File: src/rtl/tps_pkg.sv
package tps_pkg;
  localparam int BYTE_W = 8;
  localparam int ID_W   = $clog2(BYTE_W);

  localparam logic [BYTE_W-1:0] ST_CHECK = 8'h02;
  localparam logic [BYTE_W-1:0] MSG_DONE = 8'h00;

  typedef enum logic [2:0] {
    PH_IDLE, PH_CMD, PH_DIN, PH_DOUT, PH_STAT, PH_MSG
  } phase_e;

  // command length from group code, 0 = unsupported group
  function automatic logic [3:0] cmd_len(input logic [2:0] grp);
    case (grp)
      3'd0:       return 4'd6;
      3'd1, 3'd2: return 4'd10;
      3'd5:       return 4'd12;
      default:    return 4'd0;
    endcase
  endfunction

  // {cd, io, msg}
  function automatic logic [2:0] phase_lines(input phase_e ph);
    case (ph)
      PH_CMD:  return 3'b100;
      PH_DIN:  return 3'b010;
      PH_DOUT: return 3'b000;
      PH_STAT: return 3'b110;
      PH_MSG:  return 3'b111;
      default: return 3'b000;
    endcase
  endfunction
endpackage

File: src/rtl/tps_sel_detect.sv
module tps_sel_detect #(
  parameter int SETTLE_CYC = 4
) (
  input  logic clk_i,
  input  logic rst_ni,
  input  logic clr_i,
  input  logic arm_i,
  input  logic sel_i,
  input  logic bsy_i,
  input  logic io_i,
  input  logic id_bit_i,
  output logic hit_o
);
  localparam int CW = $clog2(SETTLE_CYC + 1);
  localparam logic [CW-1:0] LAST = CW'(SETTLE_CYC - 1);

  logic          cond;
  logic [CW-1:0] cnt_q;

  assign cond  = arm_i & sel_i & id_bit_i & ~bsy_i & ~io_i;
  assign hit_o = cond & (cnt_q == LAST);

  always_ff @(posedge clk_i or negedge rst_ni) begin
    if (!rst_ni)              cnt_q <= '0;
    else if (clr_i || !cond)  cnt_q <= '0;
    else if (cnt_q != LAST)   cnt_q <= cnt_q + 1'b1;
  end
endmodule

File: src/rtl/tps_byte_ctr.sv
module tps_byte_ctr #(
  parameter int CNT_W = 16
) (
  input  logic             clk_i,
  input  logic             rst_ni,
  input  logic             clr_i,
  input  logic             inc_i,
  output logic [CNT_W-1:0] cnt_o
);
  always_ff @(posedge clk_i or negedge rst_ni) begin
    if (!rst_ni)     cnt_o <= '0;
    else if (clr_i)  cnt_o <= '0;
    else if (inc_i)  cnt_o <= cnt_o + 1'b1;
  end
endmodule

File: src/rtl/tps_phase_fsm.sv
module tps_phase_fsm
  import tps_pkg::*;
#(
  parameter int CNT_W = 16
) (
  input  logic              clk_i,
  input  logic              rst_ni,
  input  logic              bus_rst_i,
  input  logic              sel_hit_i,
  input  logic              req_line_i,
  input  logic              hs_done_i,
  input  logic [BYTE_W-1:0] hs_rx_i,
  input  logic [CNT_W-1:0]  data_len_i,
  input  logic              data_in_i,
  input  logic [BYTE_W-1:0] status_i,
  input  logic [CNT_W-1:0]  cnt_i,
  output phase_e            phase_o,
  output logic              bsy_o,
  output logic              hs_req_o,
  output logic              cnt_clr_o,
  output logic              cnt_inc_o,
  output logic [BYTE_W-1:0] tx_byte_o
);
  phase_e             state_q, next_ph;
  logic               bsy_q, done_q, bad_q;
  logic [3:0]         need_q;
  logic [CNT_W-1:0]   len_q;
  logic [3:0]         first_need;
  logic               xfer, last, advance;
  logic [CNT_W-1:0]   cnt_nxt;

  assign first_need = cmd_len(hs_rx_i[BYTE_W-1 -: 3]);
  assign hs_req_o   = (state_q != PH_IDLE) & ~done_q & ~bus_rst_i;
  assign xfer       = hs_req_o & hs_done_i;
  assign advance    = (state_q != PH_IDLE) & done_q & ~req_line_i;
  assign cnt_nxt    = cnt_i + 1'b1;
  assign cnt_inc_o  = xfer;
  assign cnt_clr_o  = advance | bus_rst_i | (state_q == PH_IDLE);
  assign phase_o    = state_q;
  assign bsy_o      = bsy_q;

  always_comb begin
    case (state_q)
      PH_CMD:           last = (cnt_i == '0) ? (first_need == 4'd0)
                                             : (cnt_nxt == CNT_W'(need_q));
      PH_DIN, PH_DOUT:  last = (cnt_nxt == len_q);
      PH_STAT, PH_MSG:  last = 1'b1;
      default:          last = 1'b0;
    endcase
  end

  always_comb begin
    case (state_q)
      PH_CMD: begin
        if (bad_q || data_len_i == '0) next_ph = PH_STAT;
        else if (data_in_i)            next_ph = PH_DIN;
        else                           next_ph = PH_DOUT;
      end
      PH_DIN, PH_DOUT: next_ph = PH_STAT;
      PH_STAT:         next_ph = PH_MSG;
      default:         next_ph = PH_IDLE;
    endcase
  end

  always_comb begin
    if (state_q == PH_STAT) tx_byte_o = bad_q ? ST_CHECK : status_i;
    else                    tx_byte_o = MSG_DONE;
  end

  always_ff @(posedge clk_i or negedge rst_ni) begin
    if (!rst_ni) begin
      state_q <= PH_IDLE;
      bsy_q   <= 1'b0;
      done_q  <= 1'b0;
      bad_q   <= 1'b0;
      need_q  <= '0;
      len_q   <= '0;
    end else if (bus_rst_i) begin
      state_q <= PH_IDLE;
      bsy_q   <= 1'b0;
      done_q  <= 1'b0;
      bad_q   <= 1'b0;
    end else if (state_q == PH_IDLE) begin
      if (sel_hit_i) begin
        state_q <= PH_CMD;
        bsy_q   <= 1'b1;
        done_q  <= 1'b0;
        bad_q   <= 1'b0;
      end
    end else begin
      if (xfer) begin
        if (state_q == PH_CMD && cnt_i == '0) begin
          need_q <= first_need;
          bad_q  <= (first_need == 4'd0);
        end
        if (last) done_q <= 1'b1;
      end
      if (advance) begin
        state_q <= next_ph;
        done_q  <= 1'b0;
        if (state_q == PH_CMD) len_q <= data_len_i;
        if (state_q == PH_MSG) bsy_q <= 1'b0;
      end
    end
  end
endmodule

File: src/rtl/tgt_phase_seq.sv
module tgt_phase_seq
  import tps_pkg::*;
#(
  parameter int SETTLE_CYC = 4,
  parameter int CNT_W      = 16
) (
  input  logic              clk_i,
  input  logic              rst_ni,
  input  logic              bus_rst_i,
  input  logic              sel_i,
  input  logic              bsy_i,
  input  logic              io_i,
  input  logic [7:0]        data_i,
  input  logic [2:0]        own_id_i,
  input  logic [CNT_W-1:0]  data_len_i,
  input  logic              data_in_i,
  input  logic [7:0]        status_i,
  input  logic              req_line_i,
  input  logic              hs_done_i,
  input  logic [7:0]        hs_rx_i,
  output logic              bsy_o,
  output logic              cd_o,
  output logic              io_o,
  output logic              msg_o,
  output logic              hs_req_o,
  output logic [7:0]        tx_byte_o,
  output logic [CNT_W-1:0]  byte_cnt_o,
  output logic              byte_stb_o
);
  phase_e     phase;
  logic       sel_hit, bsy_int, cnt_clr, cnt_inc;
  logic [2:0] lines;

  tps_sel_detect #(.SETTLE_CYC(SETTLE_CYC)) u_sel (
    .clk_i    (clk_i),
    .rst_ni   (rst_ni),
    .clr_i    (bus_rst_i),
    .arm_i    (phase == PH_IDLE),
    .sel_i    (sel_i),
    .bsy_i    (bsy_i),
    .io_i     (io_i),
    .id_bit_i (data_i[own_id_i]),
    .hit_o    (sel_hit)
  );

  tps_byte_ctr #(.CNT_W(CNT_W)) u_ctr (
    .clk_i  (clk_i),
    .rst_ni (rst_ni),
    .clr_i  (cnt_clr),
    .inc_i  (cnt_inc),
    .cnt_o  (byte_cnt_o)
  );

  tps_phase_fsm #(.CNT_W(CNT_W)) u_fsm (
    .clk_i      (clk_i),
    .rst_ni     (rst_ni),
    .bus_rst_i  (bus_rst_i),
    .sel_hit_i  (sel_hit),
    .req_line_i (req_line_i),
    .hs_done_i  (hs_done_i),
    .hs_rx_i    (hs_rx_i),
    .data_len_i (data_len_i),
    .data_in_i  (data_in_i),
    .status_i   (status_i),
    .cnt_i      (byte_cnt_o),
    .phase_o    (phase),
    .bsy_o      (bsy_int),
    .hs_req_o   (hs_req_o),
    .cnt_clr_o  (cnt_clr),
    .cnt_inc_o  (cnt_inc),
    .tx_byte_o  (tx_byte_o)
  );

  // bus reset releases lines combinationally
  assign lines      = phase_lines(phase) & ~{3{bus_rst_i}};
  assign cd_o       = lines[2];
  assign io_o       = lines[1];
  assign msg_o      = lines[0];
  assign bsy_o      = bsy_int & ~bus_rst_i;
  assign byte_stb_o = cnt_inc;
endmodule

File: config.mk
export PLATFORM = sky130hd
export DESIGN_NAME = tgt_phase_seq
export DESIGN_NICKNAME = d
export VERILOG_FILES = /design/src/rtl/tps_pkg.sv /design/src/rtl/tps_sel_detect.sv /design/src/rtl/tps_byte_ctr.sv /design/src/rtl/tps_phase_fsm.sv /design/src/rtl/tgt_phase_seq.sv
export SDC_FILE = /design/constraint.sdc
export NUM_CORES = 1
export LEC_CHECK = 0
export BUFFER_PORTS_ARGS = -buffer_cell sky130_fd_sc_hd__buf_2
export CELL_PAD_IN_SITES_DETAIL_PLACEMENT = 1
export CELL_PAD_IN_SITES_GLOBAL_PLACEMENT = 1
export CORE_MARGIN = 3
export CORE_UTILIZATION = 25
export DETAILED_ROUTE_END_ITERATION = 6
export GPL_TIMING_DRIVEN = 0
export PLACE_DENSITY_LB_ADDON = 0.12
export SLEW_MARGIN = 10
export SYNTH_ARGS = -nofsm -noshare
export SYNTH_HDL_FRONTEND = slang
export SYNTH_SLANG_ARGS = --single-unit
File: constraint.sdc
create_clock -name clk_i -period 2.66 [get_ports clk_i]
set_clock_uncertainty 0.15 [all_clocks]
set_input_delay 0.133 -clock clk_i [delete_from_list [all_inputs] [get_ports clk_i]]
set_output_delay 0.133 -clock clk_i [all_outputs]
set_load 0.005 [all_outputs]
# Word level (Yosys, flattened, before mapping)
# Index checks and enable logic that the tools add are counted.
[op_classes] add_sub_neg=2 order_cmp=1 n_eq_ne=13 n_mux=34 n_bitwise=21 reduce_logical=27
[op_table] op="$logic_not 16->1" n=2
[op_table] op="$mux 16" n=2
[op_table] op="$mux 3" n=7
[op_table] op="$mux 1" n=18
[op_table] op="$add 16x1->16 const B" n=1
[op_table] op="$eq 16x16->1" n=1
[op_table] op="$eq 16x4->1" n=1
[op_table] op="$mux 8" n=2
[op_table] op="$reduce_bool 3->1" n=5
[op_table] op="$eq 3x2->1 const B" n=4
[op_table] op="$pmux 3 s4" n=1
[op_table] op="$pmux 4 s3" n=1
[op_table] op="$and 1x1->1" n=11
[op_table] op="$eq 3x3->1 const B" n=3
[op_table] op="$pmux 3 s3" n=1
[op_table] op="$reduce_and 3->1" n=3
[op_table] op="$reduce_and 4->1" n=2
[op_table] op="$reduce_bool 4->1" n=2
[op_table] op="$eq 3x1->1 const B" n=2
[op_table] op="$logic_not 3->1" n=2
[op_table] op="$not 1->1" n=6
[op_table] op="$reduce_or 2->1" n=3
[op_table] op="$logic_not 4->1" n=1
[op_table] op="$lt 3x4->1 const B" n=1
[op_table] op="other kinds (13)" n=16
[word_totals] ff_bits=45 in_bits=52 out_inout_bits=30 elab_cells=106

# Depth between registers and ports, before layout
# Gate-level depths: netlist (run 1).
[depth] word_depth=11 depth_mapped=10 ltp_nobuf=9

# Cells and area by module
# From an unflattened synthesis (run 1), not the netlist that was laid out.
[hier_totals] hier_cells=364 area_unflattened_um2=3450.8
[by_module_without_submodules] module="tps_phase_fsm" instances=1 cells_each=253 area_each_um2=2283.4 seq_area_each_um2=625.6
[by_module_without_submodules] module="tps_byte_ctr" instances=1 cells_each=82 area_each_um2=872.1 seq_area_each_um2=400.4
[by_module_without_submodules] module="tps_sel_detect" instances=1 cells_each=17 area_each_um2=182.7 seq_area_each_um2=75.1
[by_module_without_submodules] module="tgt_phase_seq" instances=1 cells_each=12 area_each_um2=112.6 seq_area_each_um2=0.0

# Least setup slack after synthesis (run 1)
# OpenSTA, ideal clock, no wires.
[synth_timing] path_kind="register to register" start="register u_ctr.cnt_o[0]" end="register u_fsm.done_q" setup_ns=0.078 arrival_ns=2.194 required_time_ns=2.432 setup_slack_ns=0.238 path_stages_with_launch=11 path_buffers=1 synth_period_minus_slack_ns=2.422 path_cell_list="dfrtp_1 -> clkbuf_2 -> inv_1 -> ha_1 -> xor2_1 -> nor2_1 -> nand4_1 -> a311oi_1 -> nand4_1 -> or4_1 -> a21oi_1"
[synth_between] elab_chain_len=6 word_cells_on_any_way=8 cone_classes="add/sub (1); eq/ne (2); mux (2); reduce/logical (3)"
[synth_rtl] item="start: declaration" line_no="tps_byte_ctr.sv:8" source="output logic [CNT_W-1:0] cnt_o"
[synth_rtl] item="start signal: assignment" line_no="tps_byte_ctr.sv:13" source="else if (inc_i) cnt_o <= cnt_o + 1'b1;"
[synth_rtl] item="$add 16x1->16" line_no="tps_phase_fsm.sv:36" source="assign cnt_nxt = cnt_i + 1'b1;"
[synth_rtl] item="$eq 16x4->1" line_no="tps_phase_fsm.sv:45" source=": (cnt_nxt == CNT_W'(need_q));"
[synth_rtl] item="$mux 1" line_no="tps_phase_fsm.sv:44" source="PH_CMD: last = (cnt_i == '0) ? (first_need == 4'd0)"
[synth_rtl] item="$pmux 1 s3 *" line_no="tps_phase_fsm.sv:43" source="case (state_q)"
[synth_rtl] item="$reduce_bool 4->1 (no line) *"
[synth_rtl] item="$reduce_and 3->1 (no line) *"
[synth_rtl] item="end signal: assignment" line_no="tps_phase_fsm.sv:74" source="done_q <= 1'b0;"
[synth_rtl] item="end signal: assignment" line_no="tps_phase_fsm.sv:81" source="done_q <= 1'b0;"
[synth_rtl] item="end signal: assignment" line_no="tps_phase_fsm.sv:87" source="done_q <= 1'b0;"
[synth_rtl] item="end: declaration" line_no="tps_phase_fsm.sv:25" source="logic bsy_q, done_q, bad_q;"
# Mark *: on every way between the ends. The rest lies on a longest branch, timed or not.
# A chain may end at the register's enable or synchronous reset.

# Worst setup path after layout (run 1)
[layout_timing] start="register u_ctr.cnt_o[5]" end="register u_fsm.done_q"
# The elaborated chain is that of the path after synthesis.

==> flow_summary.ini, run 1 <==
[status]
status = finished clean

[cells_and_area]
instances_no_fill = 633
antennaDiodeCount = 0
final_util = 0.348
fin_nets = 522
area_growth_syn_to_layout_pct = 35.6
drive_gt1_frac = 0.335
final_area_um2 = 4200

[min_path]
min_to = u_fsm.need_q[2]$_DFFE_PN0P_
min_path_type = in -> reg
worstHoldStart = hs_rx_i[6]
min_path_cells = 3

[critical_path]
criticalPathCategory = reg -> reg
worst-endpoint-required_ps = 2740
rr_startpoint = u_ctr.cnt_o[5]$_DFFE_PN0P_
cp_max_fo = 9
cp-end-kind = flop
worstSetupStartpoint = u_ctr.cnt_o[5]$_DFFE_PN0P_
startpoint_type = flop
critPathArrivalTime_ps = 2670
ff2ff_setup_slack_ps = 70
rr_endpoint = u_fsm.done_q$_DFFE_PN0P_
rr_worst_depth = 8

[floorplan]
core_area_um2 = 12100
die-area_um2 = 13700
start_util = 0.257
die_y_um = 117
core.rowCount = 40
die_w_um = 117
num_io_pins = 82

[global_routing]
grt_pass1_wl_mm = 16.6
overflow = 0
grt_max_degree = 45
first_global_vias = 3059
grt_antenna_before_repair = 0
track_usage = 0.157

[timing]
worst_pin_slew_ps = 1080
tns_ps = 0
slew_headroom = 0.278
period_share = 0.975
rsz0062_at_grt = true
setup_viol = 0
slew_violations = 0
final_hold_viol_count = 0
max_clock_freq_ghz = 0.385
period_minus_slack_ps = 2590

[clock_network]
clock-root-buffer = clkbuf_16
clock_sinks = 44
clk_latency_ps = 300
clk_path_buf_depth = 2
path_clk_slew_ps = 70
cts_buffers = 5
cts_tree = yes
h-tree-depth = 2

[drt]
wirelength_mm = 10.4
ant_nets = 0
drcViolationCount = 0
viasPerCell = 4.83
first_pass_iters = 4
wire_per_inst_um = 16.5
drt_iter0_markers = 128
num_vias = 3055

[placement]
dpl_cell_area_um2 = 3680
portBuffers = 76
place_congestion = 0.741
dpl.cell_count = 600
hpwl_mm = 7.80

[logic_synthesis]
synth_fa_ha_area_frac = 0.0243
ys_ff_latch = 44
netlist_top_cells_area = dfrtp_1 (36%), mux2_2 (7.6%), xnor2_1 (5.4%), o21ai_0 (4.5%), nor2_1 (4.5%)
syn_nets = 414
yosysUniqueCellTypes = 45
synth_mux_area_frac = 0.107
syn_avg_cell_area_um2 = 8.69
synthArstFlopShare = 1.00
synth_top_family_by_area = simple AND/OR/NAND/NOR gates
synth_compound_area_frac = 0.136
synth_top_area_share = 0.356
synth_edf_count = 0
synth_simple_gate_area_frac = 0.247
synth-xor-area-share = 0.0793
ys_warn_count = 0
synth.largest_area_cell = dfrtp_1
synth_cells = 356
ys_seq_area_frac = 0.356
synthFlopType = dfrtp_1
syn_area_um2 = 3090

[job]
maxCapViolCount = 0

[power_and_ir_drop]
vdd_drop_max_v = 0.000194
p_per_area_nw_per_um2 = 431
leakagePower_nw = 1.93
==> synth_stat cells (2+ instances only) <==
cell      number
o22ai_1        2
and3_1         4
mux2i_1        5
o31ai_1        9
nor2b_1        2
o21ai_0       28
buf_2          6
o22a_1         2
a21o_1         2
mux4_2         2
o211ai_1       2
or3_1          4
nor3_1        15
inv_1         10
clkbuf_1      12
nand2b_1       9
nand2_1       22
ha_1           6
nand3_1       13
mux2_2        21
xnor2_1       19
nor4_1        11
nand4_1        7
or3b_2         3
or4_1          3
and2_1         8
dfrtp_1       44
nor2_1        37
a21oi_1       22
xor2_1         9
buf_4          3
==> report_power, final <==
| part | switching (mW) | leakage [nW] | total, mW | internal, mW |
|---|---|---|---|---|
| combinational | 0.200 | 1.25 | 0.393 | 0.193 |
| sequential | 0.0379 | 0.605 | 0.749 | 0.711 |
| clock | 0.294 | 0.0691 | 0.668 | 0.375 |
==> worst max path at each step <==
| stage | end | cells after the start | slack (ps) |
|---|---|---|---|
| after floorplan | u_fsm.done_q$_DFFE_PN0P_ | 10 | 240 |
| after global placement | u_fsm.done_q$_DFFE_PN0P_ | 9 | -290 |
| after detailed placement | u_fsm.done_q$_DFFE_PN0P_ | 9 | -210 |
| after CTS | u_fsm.done_q$_DFFE_PN0P_ | 8 | 8 |
| after global routing | u_fsm.done_q$_DFFE_PN0P_ | 10 | -60 |
| final | u_fsm.done_q$_DFFE_PN0P_ | 8 | 70 |
==> critical path: stages (launching register included) <==
cell     delay (ps)
dfrtp_1         340
buf_2           230
nand4_1         290
or2_2           420
and3_1          190
a21oi_1         110
nand4_1         110
or4_4           550
a21oi_2         140
==> area by class of cell <==
class | count | area [µm²]
multi-input combinational | 278 | 1940
timing repair buffer | 102 | 624
clock inverter | 2 | 15.0
tap | 168 | 210
fill | 1437 | 7870
inverter | 10 | 37.5
buffer | 23 | 128
sequential | 44 | 1100
clock buffer | 6 | 139
==> placed cells by master (no fill, tap or decap), drive strengths merged, types with 2 or more instances in the layout <==
cell type	n
mux4	2
o22ai	2
and2	8
or4	3
nand2	22
clkbuf	17
and3	4
nor3	15
xor2	9
o31ai	9
or3	4
nand2b	9
buf	96
ha	6
nand3	14
nor4	13
or3b	3
a21oi	22
mux2i	5
o22a	2
nor2b	2
mux2	21
o211ai	2
inv	10
dfrtp	44
clkinvlp	2
dlygate4sd3	18
nand4	7
nor2	37
a21o	2
o21ai	28
xnor2	19
==> per-layer routing <==
layer	vias to the layer above	share of wire	track usage
met5	-	0	0
met4	0	0.0069	0.0344
met1	1488	0.49	0.222
li1	1489	-	-
met3	5	0.052	0.0308
met2	73	0.45	0.247
==> through the flow <==
step | hold slack [ps] | power, mW | worst slack (ps)
global route | 76.9 | 1.92 | -56.6
finish | 83.1 | 1.81 | 65.5
CTS | 77.2 | 1.83 | 8.04
detailed placement | 238 | 1.12 | -214
floorplan | -313 | 0.972 | 238
global placement | 235 | 1.11 | -291
==> logic make-up (layout without fill, tap and decap cells) <==
logic type	count (synthesis)	in the layout
mux	28	28
buf+inv	34	143
flops	44	44
compound gates	72	72
xor+xnor	28	28
fa+ha+maj	6	6
simple gates	144	144
==> registers in the layout, indices dropped and copies added, names as in the netlist <==
| register | cells |
|---|---|
| u_fsm.need_q | 3 |
| u_fsm.bsy_o | 1 |
| u_sel.cnt_q | 3 |
| u_ctr.cnt_o | 16 |
| u_fsm.phase_o | 3 |
| u_fsm.len_q | 16 |
| u_fsm.done_q | 1 |
| u_fsm.bad_q | 1 |
==> repair_timing <==
action,in CTS,in global routing
endpoints found under the hold margin,61,0
resized for setup,13,22
setup endpoints to repair,4,14
buffers inserted,3,5
hold buffers,18,0
pin swaps,1,4
Power figures use the tool's default switching activity.
==> inputs of run 2 (changes only) <==
--- a/config.mk
+++ b/config.mk
@@ -11,7 +11,6 @@
 export CORE_MARGIN = 3
 export CORE_UTILIZATION = 25
 export DETAILED_ROUTE_END_ITERATION = 6
-export GPL_TIMING_DRIVEN = 0
 export PLACE_DENSITY_LB_ADDON = 0.12
 export SLEW_MARGIN = 10
 export SYNTH_ARGS = -nofsm -noshare
==> run 2 against run 1 <==
Routed wire length up 0.48%. Largest cell class unchanged. Fmax is 1.5% higher. Cell area grew 0.89%.
==> flow_summary.ini, run 2 (synthesis results as in run 1) <==
[placement]
place_congestion = 0.758
portBuffers = 76
hpwl_mm = 8.22
dpl_cell_area_um2 = 3830
dpl.cell_count = 611

[critical_path]
critPathArrivalTime_ps = 2620
ff2ff_setup_slack_ps = 110
worst-endpoint-required_ps = 2730
criticalPathCategory = reg -> reg
startpoint_type = flop
cp_max_fo = 6
cp-end-kind = flop

[cells_and_area]
final_area_um2 = 4230
reg.largest.list = u_ctr.cnt_o x16, u_fsm.len_q x16
fin_nets = 528
instances_no_fill = 639
final_cell_mix = buf_2 (76), dfrtp_1 (44), buf_4 (37)
layout_commonest_cell = buf_2
area_growth_syn_to_layout_pct = 36.8
antennaDiodeCount = 0
drive_gt1_frac = 0.335

[timing]
setup_viol = 0
period_minus_slack_ps = 2550
period_share = 0.961
max_clock_freq_ghz = 0.391
final_hold_viol_count = 0
slew_headroom = 0.483
tns_ps = 0
worst_pin_slew_ps = 769
slew_violations = 0

[clock_network]
clk_path_buf_depth = 2
h-tree-depth = 2
path_clk_slew_ps = 70
cts_buffers = 5
cts_tree = yes
clock-root-buffer = clkbuf_16
clock_sinks = 44
clk_latency_ps = 300

[drt]
wire_per_inst_um = 16.4
wirelength_mm = 10.5
viasPerCell = 4.81
drt_iter0_markers = 91
first_pass_iters = 4
num_vias = 3074
ant_nets = 0
drcViolationCount = 0

[global_routing]
first_global_vias = 3115
grt_pass1_wl_mm = 16.8
grt_max_degree = 25
grt_antenna_before_repair = 0
track_usage = 0.160
gr-usage-met3 = 0.0355
overflow = 0
busiest_layer = met2
use_met2 = 0.250
groute.layer.met1.usage = 0.225

[power_and_ir_drop]
p_per_area_nw_per_um2 = 438
vdd_drop_max_v = 0.000189
p_total_mw = 1.86
leakagePower_nw = 1.96

[floorplan]
num_io_pins = 82
die_y_um = 117
die-area_um2 = 13700
core.rowCount = 40
start_util = 0.257
core_area_um2 = 12100
die_w_um = 117

[status]
status = finished clean

[job]
maxCapViolCount = 0

[min_path]
min_path_type = in -> reg
[run 2: cell count changes in the layout (fill, tap and decap cells not counted), moves of 3 or more]
cell,before,now
buf_4,11,37
clkbuf_1,7,1
buf_2,81,76
clkbuf_2,4,0
buf_6,3,0
nor3_1,9,12
[run 2: per-layer routing]
metal  part of all wire  up-vias
met5                  0        -
met4              0.013        0
met3              0.042        8
met2               0.45       73
met1               0.50     1499
li1                   -     1494
[run 2: area by class of cell]
cell class	count	area, µm²
clock buffer	6	129
clock inverter	2	35.0
fill	1440	7830
inverter	10	37.5
multi-input combinational	278	1880
sequential	44	1100
tap	168	210
timing repair buffer	131	838
[run 2: path summary, 6_finish.rpt]
check / startpoint / endpoint / cells after the start
max: u_ctr.cnt_o[0]$_DFFE_PN0P_ / u_fsm.done_q$_DFFE_PN0P_ / 9
min: bus_rst_i / u_fsm.bsy_o$_DFFE_PN0P_ / 2
max reg2reg: u_ctr.cnt_o[0]$_DFFE_PN0P_ / u_fsm.done_q$_DFFE_PN0P_ / 9
min reg2reg: u_fsm.need_q[2]$_DFFE_PN0P_ / u_fsm.need_q[2]$_DFFE_PN0P_ / 1
max in group asynchronous: rst_ni / u_fsm.len_q[1]$_DFFE_PN0P_ / 3
min in group asynchronous: rst_ni / u_ctr.cnt_o[12]$_DFFE_PN0P_ / 2
[run 2: timing repair]
| action | in CTS | in global routing |
|---|---|---|
| endpoints found under the setup margin | 1 | 1 |
| buffers inserted | 0 | 2 |
| pin swaps | 0 | 1 |
| gates resized for setup | 1 | 7 |
| hold endpoints to repair | 37 | 0 |
| hold buffers | 18 | 0 |
[run 2: power by group]
part	internal, mW	switching, mW
Combinational	0.196	0.181
Clock	0.443	0.279
Sequential	0.711	0.0458
Total	1.35	0.505
[run 2: critical path, cell delays in order, from the launching register on]
cell	delay [ps]
dfrtp_1	410
ha_2	260
nand3_2	160
nor4_4	290
buf_4	180
mux2i_1	80
mux2i_1	150
a21oi_1	110
or4_1	500
a21oi_1	180
[run 2: through the flow]
step                 util  hold slack, ps  worst slack (ps)
global placement    0.318            14.2              56.0
detailed placement  0.318            14.3              14.3
global route        0.351            75.2            -0.931
finish              0.351            49.9               105
CTS                 0.346            44.7              45.1
floorplan               -            -313               238
==> inputs of run 3 (changes only) <==
--- a/config.mk
+++ b/config.mk
@@ -11,7 +11,7 @@
 export CORE_MARGIN = 3
 export CORE_UTILIZATION = 25
 export DETAILED_ROUTE_END_ITERATION = 6
-export PLACE_DENSITY_LB_ADDON = 0.12
+export PLACE_DENSITY_LB_ADDON = 0.2
 export SLEW_MARGIN = 10
 export SYNTH_ARGS = -nofsm -noshare
 export SYNTH_HDL_FRONTEND = slang
==> run 3 against run 2 <==
Worst hold slack is essentially flat. Critical path depth shrank 1. Total power rose by 3.6%. Routed wire length is 2.7% lower. Critical endpoint unchanged. Largest power group is now the clock network.
==> flow_summary.ini, run 3 (synthesis results as in run 1) <==
[status]
status = finished clean

[critical_path]
cp-end-kind = flop
worst-path-buf-inv = 0
startpoint_type = flop
cp_slowest_cell = or4_4
crit_chain = ha_2 > nand3_2 > nor4_4 > mux2i_1 > mux2i_1 > a21oi_1 > or4_4 > a21oi_1
critPathArrivalTime_ps = 2620
cp_max_fo = 5
critPathMaxStageDelay_ps = 500
worst-endpoint-required_ps = 2720
criticalPathCategory = reg -> reg
critPathTopFamily = simple AND/OR/NAND/NOR gates

[clock_network]
cts_tree = yes
clk_latency_ps = 280
path_clk_slew_ps = 60
h-tree-depth = 2
clock-root-buffer = clkbuf_16
clk_path_buf_depth = 2
cts_buffers = 5
clock_sinks = 44

[cells_and_area]
final_cell_mix = buf_2 (76), dfrtp_1 (44), buf_4 (37)
layout_commonest_cell = buf_2
drive_gt1_frac = 0.343
final_util = 0.354
reg.largest.list = u_ctr.cnt_o x16, u_fsm.len_q x16
instances_no_fill = 638
fin_nets = 528
final_area_um2 = 4270
area_growth_syn_to_layout_pct = 37.9
antennaDiodeCount = 0

[timing]
period_share = 0.964
setup_viol = 0
max_clock_freq_ghz = 0.390
period_minus_slack_ps = 2560
worst_pin_slew_ps = 812
slew_violations = 0
final_hold_viol_count = 0
worst_slack_ps = 97.0
tns_ps = 0
slew_headroom = 0.459
rsz0062_at_grt = true

[global_routing]
overflow = 0
first_global_vias = 2961
track_usage = 0.149
grt_antenna_before_repair = 0
grt_max_degree = 36
grt_pass1_wl_mm = 15.9

[placement]
place_congestion = 0.829
dpl.cell_count = 609
pre_cts_slack_ps = 11.2
dpl_cell_area_um2 = 3810
hpwl_mm = 7.91
portBuffers = 76

[floorplan]
die_y_um = 117
die_w_um = 117
core.rowCount = 40
start_util = 0.257
core_area_um2 = 12100
num_io_pins = 82
die-area_um2 = 13700

[min_path]
min_path_type = in -> reg

[drt]
num_vias = 3090
drt_iter0_markers = 108
first_pass_iters = 4
viasPerCell = 4.84
wire_per_inst_um = 16.0
ant_nets = 0
drcViolationCount = 0
wirelength_mm = 10.2

[power_and_ir_drop]
leakagePower_nw = 1.97
p_per_area_nw_per_um2 = 451
vdd_drop_max_v = 0.000278

[job]
maxCapViolCount = 0
[run 3: through the flow]
stage               power, mW  hold slack, ps
detailed placement       1.12             140
global route             2.04            87.3
finish                   1.92            49.7
global placement         1.12             146
CTS                      1.94            2.99
floorplan               0.972            -313
[run 3: timing repair]
| action | in CTS | in global routing |
|---|---|---|
| setup endpoints to repair | 1 | 2 |
| pin swaps | 0 | 3 |
| hold buffers | 17 | 1 |
| buffers inserted | 0 | 4 |
| endpoints found under the hold margin | 49 | 1 |
| gates resized for setup | 1 | 10 |
[run 3: final timing paths]
check | from | to | slack, ps | cells past startpoint
setup reg to reg | u_ctr.cnt_o[1]$_DFFE_PN0P_ | u_fsm.done_q$_DFFE_PN0P_ | 100 | 8
min in group asynchronous | rst_ni | u_ctr.cnt_o[3]$_DFFE_PN0P_ | 350 | 2
hold / removal | bus_rst_i | u_fsm.bsy_o$_DFFE_PN0P_ | 50 | 2
setup / recovery | u_ctr.cnt_o[1]$_DFFE_PN0P_ | u_fsm.done_q$_DFFE_PN0P_ | 100 | 8
hold reg to reg | u_fsm.len_q[5]$_DFFE_PN0P_ | u_fsm.len_q[5]$_DFFE_PN0P_ | 380 | 1
max in group asynchronous | rst_ni | u_fsm.len_q[8]$_DFFE_PN0P_ | 1400 | 3
[run 3: final cells by class]
class / count / area [µm²]
clock buffers: 5 / 125
clock inverters: 2 / 60.1
fillers: 1439 / 7790
inverters: 10 / 37.5
multi-input cells: 278 / 1890
flip-flops and latches: 44 / 1100
well taps: 168 / 210
repair buffers: 131 / 838
[run 3: report_power, final]
group | internal [mW] | total, mW | leakage, nW | switching [mW]
Combinational | 0.199 | 0.384 | 1.28 | 0.185
Sequential | 0.712 | 0.754 | 0.606 | 0.0422
Clock | 0.533 | 0.785 | 0.0899 | 0.252
[run 3: metal layers]
| metal | track usage | routed length (µm) | up-vias |
|---|---|---|---|
| met1 | 0.212 | 4840 | 1535 |
| li1 | - | - | 1493 |
| met5 | 0 | 0 | - |
| met3 | 0.0231 | 377 | 8 |
| met2 | 0.237 | 4840 | 54 |
| met4 | 0.0390 | 135 | 0 |
